### src/rtl/wl_accum_pkg.sv
package wl_accum_pkg;
  typedef enum logic [1:0] {
    WL_MODE_NORMAL = 2'd0,
    WL_MODE_LOAD   = 2'd1,
    WL_MODE_EVAL   = 2'd2
  } wl_mode_e;
endpackage

### src/rtl/wl_rst_sync.sv
module wl_rst_sync #(
  parameter int STAGES = 2
) (
  input  logic clk,
  input  logic arst_n,
  output logic rst_sync_n
);
  logic [STAGES-1:0] sync_q;

  always_ff @(posedge clk or negedge arst_n) begin
    if (!arst_n) sync_q <= '0;
    else         sync_q <= {sync_q[STAGES-2:0], 1'b1};
  end

  assign rst_sync_n = sync_q[STAGES-1];
endmodule

### src/rtl/wl_mode_ctrl.sv
module wl_mode_ctrl
  import wl_accum_pkg::*;
(
  input  logic     acc_en,
  input  logic     eval,
  output wl_mode_e mode
);
  always_comb begin
    if (eval)        mode = WL_MODE_EVAL;
    else if (acc_en) mode = WL_MODE_LOAD;
    else             mode = WL_MODE_NORMAL;
  end
endmodule

### src/rtl/wl_acc_row.sv
module wl_acc_row
  import wl_accum_pkg::*;
(
  input  logic     clk,
  input  logic     rst_n,
  input  wl_mode_e mode,
  input  logic     row_hit,
  input  logic     strobe,
  input  logic     acc_en,
  input  logic     acc_clr,
  output logic     sel_o,
  output logic     wl_o
);
  logic sel_q;
  logic sel_d;
  logic sel_ce;
  logic set_req;

  assign set_req = acc_en & row_hit;
  assign sel_ce  = acc_clr | set_req;

  always_comb begin
    sel_d = sel_q;
    if (acc_clr) sel_d = 1'b0;
    if (set_req) sel_d = 1'b1;
  end

  always_ff @(posedge clk or negedge rst_n) begin
    if (!rst_n)      sel_q <= 1'b0;
    else if (sel_ce) sel_q <= sel_d;
  end

  always_comb begin
    case (mode)
      WL_MODE_NORMAL: wl_o = strobe & row_hit;
      WL_MODE_EVAL:   wl_o = sel_q;
      default:        wl_o = 1'b0;
    endcase
  end

  assign sel_o = sel_q;


  acc_set_chk: assert property (@(posedge clk) disable iff (!rst_n)
    (acc_en && row_hit) |=> sel_q);


  acc_clr_chk: assert property (@(posedge clk) disable iff (!rst_n)
    (acc_clr && !(acc_en && row_hit)) |=> !sel_q);


  sel_hold_chk: assert property (@(posedge clk) disable iff (!rst_n)
    (!acc_clr && !acc_en) |=> $stable(sel_q));
endmodule

### src/rtl/wl_accum_array.sv
module wl_accum_array
  import wl_accum_pkg::*;
#(
  parameter int               ROWS       = 8,
  parameter logic [ROWS-1:0]  ACC_MASK   = 8'hEF,
  parameter int               SYNC_DEPTH = 2
) (
  input  logic            clk,
  input  logic            rst_n,
  input  logic [ROWS-1:0] row_onehot,
  input  logic            wl_strobe,
  input  logic            acc_en,
  input  logic            acc_clr,
  input  logic            eval,
  output logic [ROWS-1:0] wl_out
);
  localparam logic [ROWS-1:0] PLAIN_MASK = ~ACC_MASK;

  logic            rst_sync_n;
  wl_mode_e        mode;
  logic [ROWS-1:0] sel_vec;

  wl_rst_sync #(.STAGES(SYNC_DEPTH)) u_rst (
    .clk        (clk),
    .arst_n     (rst_n),
    .rst_sync_n (rst_sync_n)
  );

  wl_mode_ctrl u_mode (
    .acc_en (acc_en),
    .eval   (eval),
    .mode   (mode)
  );

  for (genvar i = 0; i < ROWS; i++) begin : g_row
    if (ACC_MASK[i]) begin : g_acc
      wl_acc_row u_row (
        .clk     (clk),
        .rst_n   (rst_sync_n),
        .mode    (mode),
        .row_hit (row_onehot[i]),
        .strobe  (wl_strobe),
        .acc_en  (acc_en),
        .acc_clr (acc_clr),
        .sel_o   (sel_vec[i]),
        .wl_o    (wl_out[i])
      );
    end else begin : g_plain
      assign sel_vec[i] = 1'b0;
      assign wl_out[i]  = (mode == WL_MODE_NORMAL) & wl_strobe & row_onehot[i];
    end
  end


  load_quiet_chk: assert property (@(posedge clk) disable iff (!rst_sync_n)
    (acc_en && !eval) |-> (wl_out == '0));


  eval_sel_chk: assert property (@(posedge clk) disable iff (!rst_sync_n)
    eval |-> (wl_out == sel_vec));


  plain_eval_chk: assert property (@(posedge clk) disable iff (!rst_sync_n)
    eval |-> ((wl_out & PLAIN_MASK) == '0));


  normal_decode_chk: assert property (@(posedge clk) disable iff (!rst_sync_n)
    (!acc_en && !eval) |-> ((wl_out & ~row_onehot) == '0));


  eval_set_chk: assert property (@(posedge clk) disable iff (!rst_sync_n)
    (eval && acc_en && !acc_clr && ((row_onehot & ACC_MASK) != '0)) |=> $countones(sel_vec) >= 1);
endmodule

### config.mk
export PLATFORM = sky130hd
export DESIGN_NAME = wl_accum_array
export DESIGN_NICKNAME = d
export VERILOG_FILES = /design/src/rtl/wl_accum_pkg.sv /design/src/rtl/wl_rst_sync.sv /design/src/rtl/wl_mode_ctrl.sv /design/src/rtl/wl_acc_row.sv /design/src/rtl/wl_accum_array.sv
export SDC_FILE = /design/constraint.sdc
export NUM_CORES = 1
export LEC_CHECK = 0
export BUFFER_PORTS_ARGS = -buffer_cell sky130_fd_sc_hd__buf_4
export CAP_MARGIN = 15
export CORE_MARGIN = 2
export CORE_UTILIZATION = 30
export DETAILED_ROUTE_END_ITERATION = 12
export HOLD_SLACK_MARGIN = 0.15
export SYNTH_ARGS = -nofsm -noshare
export SYNTH_HDL_FRONTEND = slang
export SYNTH_SLANG_ARGS = --single-unit
export TNS_END_PERCENT = 30
### constraint.sdc
create_clock -name clk -period 2.5 [get_ports clk]
set_clock_uncertainty 0.2 [all_clocks]
set_input_delay 0.375 -clock clk [delete_from_list [all_inputs] [get_ports clk]]
set_output_delay 0.375 -clock clk [all_outputs]
set_load 0.005 [all_outputs]
==> results of run 1 <==
cell usage in the layout (no fill, tap or decap):
master,n
nand2b_1,7
dlygate4sd3_1,2
clkbuf_4,3
nand2b_4,1
clkbuf_1,1
nand2_1,14
o21ai_1,7
dfrtp_1,9
o21ai_0,7
inv_1,7
nor3b_2,1
buf_4,21
conb_1,1
kinds of logic (layout without fill, tap and decap cells):
family          after synthesis  after routing  synth area share
buf+inv                      16             34             0.174
compound gates               14             14             0.137
flops                         9              9             0.441
simple gates                 23             23             0.240
other cells                   1              1           0.00735
per-stage QoR:
step | utilization | std cells | total power [W] | hold slack, ns
after floorplan | - | 63 | 0.000207 | -0.121
final | 0.431 | 97 | 0.000337 | 0.151
after detailed placement | 0.401 | 91 | 0.000234 | -0.0948
after global routing | 0.431 | 97 | 0.000364 | 0.156
after CTS | 0.431 | 97 | 0.000343 | 0.152
after global placement | 0.401 | 91 | 0.000232 | -0.0999
Yosys cell counts, drive strengths merged:
cell	number	area, um2
dfrtp	9	225
conb	1	3.75
o21ai	14	70.1
inv	7	26.3
buf	9	62.6
nand2b	8	57.6
nor3b	1	12.5
nand2	14	52.6
area by class of cell:
class / count / area [um2]
fill: 168 / 887
sequential: 9 / 225
multi-input combinational: 38 / 196
timing repair buffer: 23 / 178
clock buffer: 4 / 26.3
inverter: 7 / 26.3
tap: 16 / 20.0
critical path, delay by kind of cell:
kind,cells,cell delay [ns]
buffers and inverters,2,0.27
AOI/OAI and AO/OA,1,0.15
and+or+nand+nor,1,0.17
repair_timing:
item | in CTS | in global routing
hold endpoints to repair | 9 | 0
hold buffers | 2 | 0
setup buffers | 0 | 0
flip-flops by register name, indices dropped and copies added, names as in the netlist:
name / count
u_rst.sync_q: 2
g_row.g_acc.u_row.sel_o: 7
metal layers:
layer,routed length (um),share of wire
met5,0,0
met4,0,0
met3,72,0.077
met2,429,0.46
met1,429,0.46
power by group:
group / switching (W) / internal, W
Sequential: 0.00000509 / 0.000158
Clock: 0.0000437 / 0.0000611
Combinational: 0.0000300 / 0.0000394
path summary, 6_finish.rpt:
kind,start,endpoint,slack [ns]
setup / recovery,acc_en,wl_out[1],0.96
hold / removal,u_rst.sync_q[0],u_rst.sync_q[1],0.15
setup reg to reg,u_rst.sync_q[1],g_row[1].g_acc.u_row.sel_o,1.44
hold reg to reg,u_rst.sync_q[0],u_rst.sync_q[1],0.15
max in group asynchronous,u_rst.sync_q[1],g_row[1].g_acc.u_row.sel_o,1.44
min in group asynchronous,rst_n,u_rst.sync_q[1],0.24
==> flow_summary.yaml, run 1 <==
status:
  run_status: "completed"
clocking:
  numCtsBuffers: 3
  cts_tree: "done"
  cts_sinks: 9
  worstSkewPairLatency_ns: 0.25
  cts_resized: 0
  clk_pin_slew_ns: 0.06
  h-tree-depth: 1
  clockBufferDepth: 2
  cts_root_buffer: "clkbuf_4"
floorplanning:
  initial_utilization: 0.327
  dieArea_mm2: 0.00205
  die_w_um: 45.3
  rows: 14
  ios: 22
  chipHeight_um: 45.3
  core_mm2: 0.00156
yosys:
  ys_seq_area_frac: 0.441
  synth.distinct_cells: 11
  syn_area_um2: 510
  syn_nets: 77
  ys_ff_latch: 9
  syn_area_per_cell_um2: 8.10
  postSynthCellCount: 63
  ys.warnings.count: 0
pwr:
  p_leak_nw: 0.343
  powerDensity_mw_per_mm2: 501
  vdd_ir_drop_max_mv: 0.218
grt:
  use_met3: 0.0240
  use_met2: 0.154
  grt_pass1_wl_mm: 1.58
  track_usage: 0.104
  grt.overflow.total: 0
  antenna_found_initial: 0
  grt_pass1_vias: 398
  grt_max_degree: 16
  grtUsageMet1: 0.141
  grt_busiest_layer: "met2"
sta:
  hold_viol_final: 0
  fin_crit_sh: 0.617
  timing.final.crit_period_ns: 1.54
  finalSetupTns_ns: 0
  drv_slew: 0
  setup_ws_ns: 0.957
  setup_viol: 0
  fmax_mhz: 648
  rsz0062_at_grt: "no"
cells_and_area:
  drive_gt1_frac: 0.321
  finalNetCount: 96
  fin_area_um2: 672
  area_delta_synth_final_pct: 31.6
  antenna_cells: 0
drt:
  via_per_inst: 4.15
  firstDrtPassIters: 4
  ant_nets: 0
  finalWirelength_um: 931
  wl_per_cell_um: 9.60
  vias: 403
  drt_iter0_markers: 6
  drc_errors: 0
setup_path:
  path_cells: "buf_4 > nand2b_4 > o21ai_1 > buf_4"
  cpPeakStageDelay_ns: 0.17
  crit_path_end_kind: "output port"
  cp.required_ns: 1.92
  crit_type: "in -> out"
  crit_fanout: 8
  critPathSlowestCell: "nand2b_4"
  reg2reg_depth: 1
  cpMostUsedCell: "buf_4"
  cp.arrival_ns: 0.97
  worst_setup_path_start_kind: "input port"
run:
  maxCapViolations: 0
placement:
  pre_cts_ws_ns: 0.947
  place_hpwl_um: 781
  gp_congestion: 0.771
  io_buffers: 21
  place_area_um2: 626
hold_path:
  hold_class: "reg -> reg"
  hold-path-cell-count: 0
Power figures use the tool's default switching activity.
==> run 2, diff against run 1 <==
clock period = 1.2 ns   (was 2.5 ns; I/O delays follow)
==> flow_summary.yaml, run 2 (synthesis results as in run 1) <==
status:
  run_status: "finished with violations"
  violations: "negative hold slack, negative setup slack"
clocking:
  cts_hold_buf: 10
  cts_sinks: 9
  h-tree-depth: 1
  worstSkewPairLatency_ns: 0.25
  cts_root_buffer: "clkbuf_4"
  cts_tree: "done"
  clk_pin_slew_ns: 0.06
  clockBufferDepth: 2
  numCtsBuffers: 3
pwr:
  combPwrFrac: 0.228
  netSwitchingPower_w: 0.000173
  vdd_ir_drop_max_mv: 0.428
  clkPwrFrac: 0.301
  p_leak_nw: 0.382
  finalPower_w: 0.000730
  power_frac_seq: 0.471
  swShare: 0.237
  powerDensity_mw_per_mm2: 956
  power.internal_w: 0.000557
floorplanning:
  die_w_um: 45.3
  chipHeight_um: 45.3
  rows: 14
  dieArea_mm2: 0.00205
  core_mm2: 0.00156
  ios: 22
  initial_utilization: 0.327
setup_path:
  r2r_setup_slack_ns: 0.36
  crit_type: "reg -> out"
  crit_fanout: 2
  crit_path_end_kind: "output port"
  worst_setup_path_start_kind: "register"
  cp.arrival_ns: 0.90
  cp.required_ns: 0.82
sta:
  setup_ws_ns: -0.0752
  fin_crit_sh: 1.06
  drv_slew: 0
  hold_viol_final: 7
  whs_ns: -0.0985
  setup_viol: 7
  fmax_mhz: 784
  rsz0062_at_grt: "yes"
  finalSetupTns_ns: -0.357
  timing.final.crit_period_ns: 1.28
drt:
  drt_iter0_markers: 12
  drc_errors: 0
  finalWirelength_mm: 1.02
  wl_per_cell_um: 9.64
  ant_nets: 0
  firstDrtPassIters: 6
  via_per_inst: 4.22
  vias: 447
cells_and_area:
  final_cell_mix: "buf_4 (22), nand2_1 (14), dlygate4sd3_1 (10)"
  drive_gt1_frac: 0.311
  finalNetCount: 105
  final_common_cell: "buf_4"
  final_util: 0.490
  area_delta_synth_final_pct: 49.5
  antenna_cells: 0
  largest_reg_flops: 7
grt:
  track_usage: 0.120
  grt.overflow.total: 0
  grt_pass1_vias: 441
  grt_pass1_wl_mm: 1.75
  antenna_found_initial: 0
  grt_max_degree: 16
placement:
  io_buffers: 21
  gp_congestion: 0.680
  place_hpwl_um: 716
  pre_cts_ws_ns: 0.0751
hold_path:
  hold_class: "reg -> async"
run:
  maxCapViolations: 0
==> run 2: cell count changes in the layout (fill, tap and decap cells not counted), sizes merged <==
| cell | change |
|---|---|
| dlygate4sd3 | +8 |
| buf | +1 |
==> run 2: cell type report <==
class / count / area [um2]
Timing Repair Buffer: 32 / 265
Fill cell: 151 / 796
Clock buffer: 4 / 26.3
Inverter: 7 / 26.3
Tap cell: 16 / 20.0
Multi-Input combinational cell: 38 / 200
Sequential cell: 9 / 225
==> run 2: path summary, 6_finish.rpt <==
kind                                            start                         end  cells after the start
hold reg to reg                       u_rst.sync_q[1]  g_row[7].g_acc.u_row.sel_o                      0
hold / removal                        u_rst.sync_q[1]  g_row[7].g_acc.u_row.sel_o                      0
setup reg to reg           g_row[2].g_acc.u_row.sel_o  g_row[2].g_acc.u_row.sel_o                      2
max in group asynchronous                       rst_n             u_rst.sync_q[0]                      3
min in group clk                               acc_en  g_row[7].g_acc.u_row.sel_o                      4
setup / recovery           g_row[7].g_acc.u_row.sel_o                   wl_out[7]                      3
==> run 2: stage by stage <==
step                area (um2)  std cells
global placement           633         92
detailed placement         633         92
CTS                        759        106
floorplan                  510         63
finish                     763        106
global route               763        106
==> run 2: what timing repair did <==
item | CTS | global route
pin swaps | 0 | 0
setup endpoints to repair | 7 | 7
setup buffers | 0 | 0
endpoints found under the hold margin | 16 | 11
resized for setup | 0 | 1
==> run 2: power groups by stage <==
stage                     sequential, W  clock [W]  combinational [W]
after floorplan                0.000345          0          0.0000861
final                          0.000344   0.000220           0.000166
after global placement         0.000348          0           0.000137
after CTS                      0.000343   0.000232           0.000165
after global routing           0.000348   0.000247           0.000186
after detailed placement       0.000349          0           0.000139
==> run 2: metal layers <==
layer,track usage,wire length [um],share of wire,up-vias
met5,0,0,0,-
met4,0.0882,14,0.014,0
met3,0.0240,79,0.077,2
met2,0.197,480,0.47,18
met1,0.136,448,0.44,188
li1,-,-,-,239
==> run 2: worst max-delay path, stage by stage, from the launching register on <==
cell and delay [ns]:
dfrtp_1 0.38, nand2_1 0.07, o21ai_2 0.06, buf_4 0.13
